$ cat src/rtl/nse_pkg.sv
package nse_pkg;

   localparam int BYTE_W = 8;
   localparam int BPOS_W = 3;
   localparam int COL_W  = 2 * BPOS_W;

   // Even/odd parity over bit positions of an XOR-folded byte sum.
   function automatic logic [COL_W-1:0] col_parity(input logic [BYTE_W-1:0] s);
      logic [COL_W-1:0] r;
      r = '0;
      for (int k = 0; k < BPOS_W; k++) begin
         for (int i = 0; i < BYTE_W; i++) begin
            if (((i >> k) & 1) != 0) r[2*k+1] = r[2*k+1] ^ s[i];
            else                     r[2*k]   = r[2*k]   ^ s[i];
         end
      end
      return r;
   endfunction

endpackage

$ cat src/rtl/nse_step_acc.sv
module nse_step_acc
   import nse_pkg::*;
#(
   parameter int STEP_BYTES = 256,
   localparam int AW     = $clog2(STEP_BYTES),
   localparam int LP_W   = 2 * AW,
   localparam int WORD_W = COL_W + LP_W
) (
   input  logic              clk,
   input  logic              rst_n,
   input  logic              clr,
   input  logic              take,
   input  logic [BYTE_W-1:0] dat,
   output logic              step_end,
   output logic [WORD_W-1:0] nxt_word,
   output logic [AW-1:0]     pos
);

   logic [BYTE_W-1:0] col_acc, col_n;
   logic [LP_W-1:0]   lp_acc, lp_n;
   logic              bpar;

   assign bpar  = ^dat;
   assign col_n = col_acc ^ dat;

   for (genvar a = 0; a < AW; a++) begin : g_line
      assign lp_n[2*a]   = lp_acc[2*a]   ^ (bpar & ~pos[a]);
      assign lp_n[2*a+1] = lp_acc[2*a+1] ^ (bpar &  pos[a]);
   end

   assign step_end = take & ~clr & (&pos);
   assign nxt_word = {lp_n, col_parity(col_n)};

   always_ff @(posedge clk or negedge rst_n) begin
      if (!rst_n) begin
         col_acc <= '0;
         lp_acc  <= '0;
         pos     <= '0;
      end else if (clr) begin
         col_acc <= '0;
         lp_acc  <= '0;
         pos     <= '0;
      end else if (take) begin
         pos <= pos + AW'(1);
         if (step_end) begin
            col_acc <= '0;
            lp_acc  <= '0;
         end else begin
            col_acc <= col_n;
            lp_acc  <= lp_n;
         end
      end
   end

endmodule

$ cat src/rtl/nse_xfer_count.sv
module nse_xfer_count #(
   parameter int CNT_W = 16
) (
   input  logic             clk,
   input  logic             rst_n,
   input  logic             load,
   input  logic [CNT_W-1:0] val,
   input  logic             dec,
   output logic [CNT_W-1:0] remain,
   output logic             busy,
   output logic             done
);

   logic last;

   assign last = (remain == CNT_W'(1));
   assign busy = (remain != '0);

   always_ff @(posedge clk or negedge rst_n) begin
      if (!rst_n) begin
         remain <= '0;
         done   <= 1'b0;
      end else begin
         done <= ~load & dec & last;
         if (load)
            remain <= val;
         else if (dec && busy)
            remain <= remain - CNT_W'(1);
      end
   end

endmodule

$ cat src/rtl/nse_store_fmt.sv
module nse_store_fmt #(
   parameter int WORD_W = 22,
   localparam int STORE_B = (WORD_W + 2 + 7) / 8,
   localparam int STORE_W = 8 * STORE_B
) (
   input  logic [WORD_W-1:0]  word,
   output logic [STORE_W-1:0] stored
);

   logic [STORE_W-1:0] shifted;

   assign shifted = STORE_W'({word, 2'b00});

   for (genvar b = 0; b < STORE_B; b++) begin : g_byte
      assign stored[STORE_W-1-8*b -: 8] = ~shifted[STORE_W-1-8*b -: 8];
   end

endmodule

$ cat src/rtl/nand_step_ecc_acc.sv
module nand_step_ecc_acc
   import nse_pkg::*;
#(
   parameter int STEP_BYTES = 256,
   parameter int CNT_W      = 16,
   localparam int AW      = $clog2(STEP_BYTES),
   localparam int WORD_W  = COL_W + 2 * AW,
   localparam int STORE_W = 8 * ((WORD_W + 2 + 7) / 8)
) (
   input  logic               clk,
   input  logic               rst_n,
   input  logic               ecc_en,
   input  logic               ecc_clr,
   input  logic               byte_vld,
   input  logic [BYTE_W-1:0]  byte_dat,
   input  logic               cap_rd,
   input  logic               tc_load,
   input  logic [CNT_W-1:0]   tc_val,
   output logic               cap_vld,
   output logic [WORD_W-1:0]  cap_word,
   output logic [STORE_W-1:0] cap_stored,
   output logic [CNT_W-1:0]   tc_remain,
   output logic               tc_busy,
   output logic               tc_done
);

   if (STEP_BYTES < 2 || (STEP_BYTES & (STEP_BYTES - 1)) != 0) begin : g_bad_step
      $error("STEP_BYTES must be a power of two of at least 2");
   end
   if (CNT_W < AW + 1) begin : g_bad_cnt
      $error("CNT_W must hold at least one full step count");
   end

   logic              take;
   logic              step_end;
   logic [WORD_W-1:0] nxt_word;
   logic [AW-1:0]     step_pos;

   assign take = byte_vld & ecc_en;

   nse_step_acc #(.STEP_BYTES(STEP_BYTES)) acc_i (
      .clk      (clk),
      .rst_n    (rst_n),
      .clr      (ecc_clr),
      .take     (take),
      .dat      (byte_dat),
      .step_end (step_end),
      .nxt_word (nxt_word),
      .pos      (step_pos)
   );

   always_ff @(posedge clk or negedge rst_n) begin
      if (!rst_n) begin
         cap_vld  <= 1'b0;
         cap_word <= '0;
      end else if (step_end) begin
         cap_vld  <= 1'b1;
         cap_word <= nxt_word;
      end else if (cap_rd) begin
         cap_vld  <= 1'b0;
      end
   end

   nse_store_fmt #(.WORD_W(WORD_W)) fmt_i (
      .word   (cap_word),
      .stored (cap_stored)
   );

   nse_xfer_count #(.CNT_W(CNT_W)) tc_i (
      .clk    (clk),
      .rst_n  (rst_n),
      .load   (tc_load),
      .val    (tc_val),
      .dec    (byte_vld),
      .remain (tc_remain),
      .busy   (tc_busy),
      .done   (tc_done)
   );

endmodule

$ cat config.mk
export PLATFORM = sky130hd
export DESIGN_NAME = nand_step_ecc_acc
export DESIGN_NICKNAME = d
export VERILOG_FILES = /design/src/rtl/nse_pkg.sv /design/src/rtl/nse_step_acc.sv /design/src/rtl/nse_xfer_count.sv /design/src/rtl/nse_store_fmt.sv /design/src/rtl/nand_step_ecc_acc.sv
export SDC_FILE = /design/constraint.sdc
export NUM_CORES = 1
export LEC_CHECK = 0
export ABC_AREA = 1
export BUFFER_PORTS_ARGS = -buffer_cell sky130_fd_sc_hd__buf_4
export CAP_MARGIN = 20
export CORE_MARGIN = 8
export CORE_UTILIZATION = 41
export DETAILED_ROUTE_END_ITERATION = 10
export GPL_TIMING_DRIVEN = 0
export PLACE_DENSITY_LB_ADDON = 0.12
export SLEW_MARGIN = 20
export SYNTH_ARGS = -nofsm -noshare
export SYNTH_HDL_FRONTEND = slang
export SYNTH_SLANG_ARGS = --single-unit
$ cat constraint.sdc
create_clock -name clk -period 2.2 [get_ports clk]
set_input_delay 0.44 -clock clk [delete_from_list [all_inputs] [get_ports clk]]
set_output_delay 0.44 -clock clk [all_outputs]
set_load 0.02 [all_outputs]
Word level (Yosys, flattened, before mapping). Index checks and enable logic that the tools add are counted.

Output and inout bits: 65. Bits in registers: 72. Word-level logic and storage cells: 97. Input port bits: 31.

Eq/ne operators: 1. Bitwise gates (word level): 68. Reduce and logical (&&, ||, !) cells: 7. Mux-type cells: 12. Add/sub/neg operators: 2.

Operators by type and width (count): 16-bit 2-to-1 mux (5); 8-bit 2-to-1 mux (5); 1-bit XOR (33); 8-bit inverter (3); 1-bit bitwise AND (21); 16-bit by 1-bit equality test with 1-bit output, second input constant (1); 16-bit nonzero test (1); 16-bit by 1-bit subtractor with 16-bit output, second input constant (1); 1-bit inverter (10); 8-bit by 1-bit adder with 8-bit output, second input constant (1); 8-bit AND reduction (1); 8-bit parity (1); 8-bit XOR (1); 2-bit nonzero test (3); 1-bit 2-to-1 mux (2); 1-bit logical AND (1).

Depth between registers and ports, before layout.
Depth in word-level cells: 6. Mapped depth: 13. Gate-level depth less buffers: 12.

Cells and area by module. From an unflattened synthesis, not the netlist that was laid out.

Cell total of the unflattened synthesis: 603. Area, all modules: 4390.5 µm².

By module, submodules not included: nse_step_acc (times used 1, sequential area each 800.8 µm², area each 2110.8 µm², cells each 291); nse_xfer_count (times used 1, sequential area each 425.4 µm², area each 1295.0 µm², cells each 188); nand_step_ecc_acc (times used 1, sequential area each 575.6 µm², area each 883.3 µm², cells each 99); nse_store_fmt (times used 1, sequential area each 0.0 µm², area each 101.3 µm², cells each 25).

Worst setup path after synthesis. OpenSTA, ideal clock, no wires.

Path kind: reg2reg. Start: reg tc_i.remain[0]. End: reg tc_i.remain[1]. Library setup time: 0.127 ns. Buffers on the path: 1. Data required time: 2.073 ns. Path slack: 0.374 ns. Arrival time: 1.699 ns. Cell stages (with the launch flop): 11. Clock period less this slack: 1.826 ns. Cells stage by stage: dfrtp_1 inv_1 ha_1 nand3_1 nor2_2 nand2_2 nand2_2 nand2_2 buf_6 o211ai_1 o21ai_1.

Cells in the longest elaborated chain, start to end: 3. Elaborated cells on any way between the ends: 6. Those cells by class: add/sub (1); mux (2); reduce/logical (3).

RTL lines: start, declared (line nse_xfer_count.sv:9) `output logic [CNT_W-1:0] remain,`; start signal, assigned (line nse_xfer_count.sv:26) `remain <= val;`; start signal, assigned (line nse_xfer_count.sv:28) `remain <= remain - CNT_W'(1);`; 16-bit nonzero test (line nse_xfer_count.sv:17) `assign busy = (remain != '0);`; net tc_busy (line nand_step_ecc_acc.sv:23) `output logic tc_busy,`; 1-bit logical AND (line nse_xfer_count.sv:27) `else if (dec && busy)`; 2-bit nonzero test (no source line).

The timed path passes the listed nets, and every way through them passes these cells. The select of a mux whose other input is x is not followed. A chain may end at the register's enable or synchronous reset.

Worst setup path in the final report.
Start: reg tc_i.remain[0]. End: out tc_busy.

Cells in the longest elaborated chain, start to end: 1.

RTL lines (line): 16-bit nonzero test (nse_xfer_count.sv:17); end, declared (nand_step_ecc_acc.sv:23).

Every way passes these cells.

==> results by group <==
Yosys
  • Top cells by area, synth: dfrtp_1 (43%), nand2_1 (18%), nand3_1 (7.9%), inv_1 (7.5%), xnor2_1 (3.8%)
  • Seq/Total Area, Yosys: 0.431
  • Yosys reg bits: 72
  • Yosys cell types: 32
  • Post-synth EDFFs: 0
  • Synth Warn #: 0
  • Most common cell in the netlist: nand2_1
  • Synth Instances: 570
  • Syn avg cell area: 7.33 µm²
  • Asr flop ratio synth: 1.00
  • Ys flop type: dfrtp_1
  • Post-Synthesis Cell Area: 0.00418 mm²
  • Post-synth top cells: nand2_1 (198), inv_1 (83), dfrtp_1 (72)
  • Share of the synthesized area in the top cell type: 0.431
  • Cell taking the most area after synthesis: dfrtp_1

Setup path
  • Crit path launch: tc_i.remain[0]
  • Worst R2R End: tc_i.remain[3]
  • FF-to-FF path depth: 9
  • Crit. End Element: output pin
  • Worst Setup EP: tc_busy
  • Critical path required time: 1760 ps
  • Buf/Inv on CP: 2
  • Startpoint types: flip-flop
  • Crit path max-delay cell type: dfrtp_1
  • Critical Path, Cell by Cell: inv_1 > ha_4 > nand3_2 > nor2_4 > nand2_2 > buf_4
  • Crit-path max cell delay: 430 ps
  • Reg2reg setup slack: 370 ps
  • CP Class: reg2out
  • Crit path max fanout: 4
  • Critical path arrival: 1610 ps
  • Worst r2r src: tc_i.remain[0]
  • Worst path depth: 6
  • Delay-heaviest family, CP: flip-flops

STA
  • Max Clk Rate: 488 MHz
  • Fin crit period: 2050 ps
  • Final setup violation count: 0
  • Unrepaired setup endpoints after global routing: no
  • Worst slew margin: 0.393
  • Layout Skew: 8.74 ps
  • Endpoints failing hold: 0
  • Max-slew violations: 0
  • Fin crit share: 0.931
  • Final TNS setup: 0 ps
  • Final hold slack: 224 ps
  • Slew @ Worst Pin: 911 ps

Drt
  • Per-cell routed wire length: 12.8 µm
  • Post-route ant nets: 0
  • Post-route DRC: 0
  • Via Count: 3838
  • TritonRoute pass-1 iters: 5
  • DR vias/cell: 4.70
  • Total Wirelength: 10500 µm
  • DRT iter0 DRCs: 184

Layout
  • Final #Nets: 709
  • Share of cells above drive strength 1: 0.215
  • Reg area: 0.00180 mm²
  • Antenna fix cells: 0
  • Final instance area: 0.00531 mm²
  • Post-Layout Cell Count: 816
  • Finished Core Util: 0.526
  • Fill cells: 1024
  • Area Overhead vs Synth: 27.0%
  • Multi-input gate area in the final layout: 0.00195 mm²

GRT
  • First-pass GRT wire length: 17200 µm
  • Total GRT Usage: 0.161
  • Vias in the first global route: 3757
  • Grt total ovfl: 0
  • Largest net degree at the start of global routing: 73
  • Antenna violations before repair: 0

CTS
  • H-tree levels: 3
  • Clock buffer count from CTS: 9
  • Clock-pin transition on the worst setup and hold timing paths: 80 ps
  • Clk_lat worst skew: 350 ps
  • CTS tree: yes
  • Clk sink count: 72
  • CTS Buffer Depth: 2
  • CTS Root Cell: clkbuf_8

Pwr
  • Peak VDD IR: 0.325 mV
  • Lkg Pwr: 0.00280 µW
  • Pwr per Cell Area: 660 mW/mm²

Run status
  • Outcome: finished clean

Placement
  • Placed Area: 0.00504 mm²
  • RePlAce Congestion: 0.862
  • Placed insts: 799
  • Final HPWL from detailed placement: 7820 µm
  • I/O Buffers: 92

Floorplan
  • Initial Utilization: 0.414
  • Core area: 0.0101 mm²
  • Num ports: 96
  • Site Rows: 37
  • Die Y: 117 µm
  • Die Width: 117 µm
  • Die area: 0.0137 mm²

Run
  • MaxCap Viol Count: 0

Hold path
  • Hold Path Class: in2async
through the flow:
| stage | setup WS, ps | total power (µW) |
|---|---|---|
| after floorplan | 374 | 1980 |
| after global placement | 145 | 2260 |
| after detailed placement | 121 | 2270 |
| after CTS | 9.51 | 3540 |
| after global routing | 27.5 | 3700 |
| final | 151 | 3500 |
worst min-delay path by stage:
stage / startpoint / end / cells past startpoint
finish: rst_n / cap_word[10] / 1
global route: cap_rd / cap_vld / 2
CTS: rst_n / cap_word[10] / 1
detailed placement: acc_i.lp_acc[7] / acc_i.lp_acc[7] / 2
global placement: acc_i.lp_acc[6] / acc_i.lp_acc[6] / 2
floorplan: rst_n / acc_i.col_acc[0] / 0
flip-flops by register name, indices dropped and copies added (netlist names):
register and count:
acc_i.col_acc 8, acc_i.lp_acc 16, acc_i.pos 8, cap_vld 1, cap_word 22, tc_i.done 1, tc_i.remain 16
metal layers:
metal	up-vias	global-route usage	wire length (µm)
met3	11	0.0375	573
li1	1973	-	-
met1	1772	0.199	4720
met4	0	0.0640	195
met2	82	0.265	4970
met5	-	0	0
placed cells by master, fill, tap and decap left out, types with 5 or more instances in the layout:
master | Yosys | layout
clkbuf_8 | 0 | 9
inv_2 | 6 | 6
nand3_1 | 66 | 65
xor2_1 | 10 | 10
o21ai_0 | 20 | 20
nand2_2 | 5 | 5
nand2_1 | 198 | 198
buf_4 | 4 | 97
nor2_1 | 34 | 34
dfrtp_1 | 72 | 72
a21oi_1 | 5 | 5
inv_1 | 83 | 83
xnor2_1 | 18 | 18
buf_6 | 5 | 5
o211ai_1 | 8 | 8
final cells by class:
cell class,count,area share
flip-flops and latches,72,0.339
clock buffers,10,0.0240
multi-input cells,394,0.368
repair buffers,93,0.132
inverters,89,0.0629
clock inverters,6,0.0203
plain buffers,16,0.0222
well taps,136,0.0321
worst reg2reg max path: stages (launching register included):
cell      delay [ps]
dfrtp_1          420
inv_1            130
ha_4             200
nand3_2          100
nor2_4            50
nand2_2           80
nand2_2           80
nor2_1           410
o21ai_0          170
o211ai_1         120
power by group:
| group | switching (µW) | internal (µW) | total (µW) |
|---|---|---|---|
| Combinational | 462 | 315 | 777 |
| Clock | 498 | 750 | 1250 |
| Sequential | 82.8 | 1400 | 1480 |
| Total | 1040 | 2460 | 3500 |
cells by family (layout without fill, tap and decap cells):
| logic type | after synthesis | after routing | share of synthesized area |
|---|---|---|---|
| and+or+nand+nor | 319 | 319 | 0.327 |
| buffers and inverters | 105 | 214 | 0.108 |
| DFF | 72 | 72 | 0.431 |
| AOI/OAI and AO/OA | 41 | 41 | 0.0614 |
| xor gates and xnor gates | 29 | 29 | 0.0626 |
| adders and majority gates | 3 | 3 | 0.00899 |
| other | 1 | 2 | 0.000898 |
repair_timing:
action                                  4_1_cts  5_1_grt
setup buffers                                 0        1
endpoints found under the setup margin        1        1
gates resized for setup                       2        2
hold buffers                                  0        0
pin swaps                                     1        1
No activity file was read; power rests on OpenSTA's default activity.
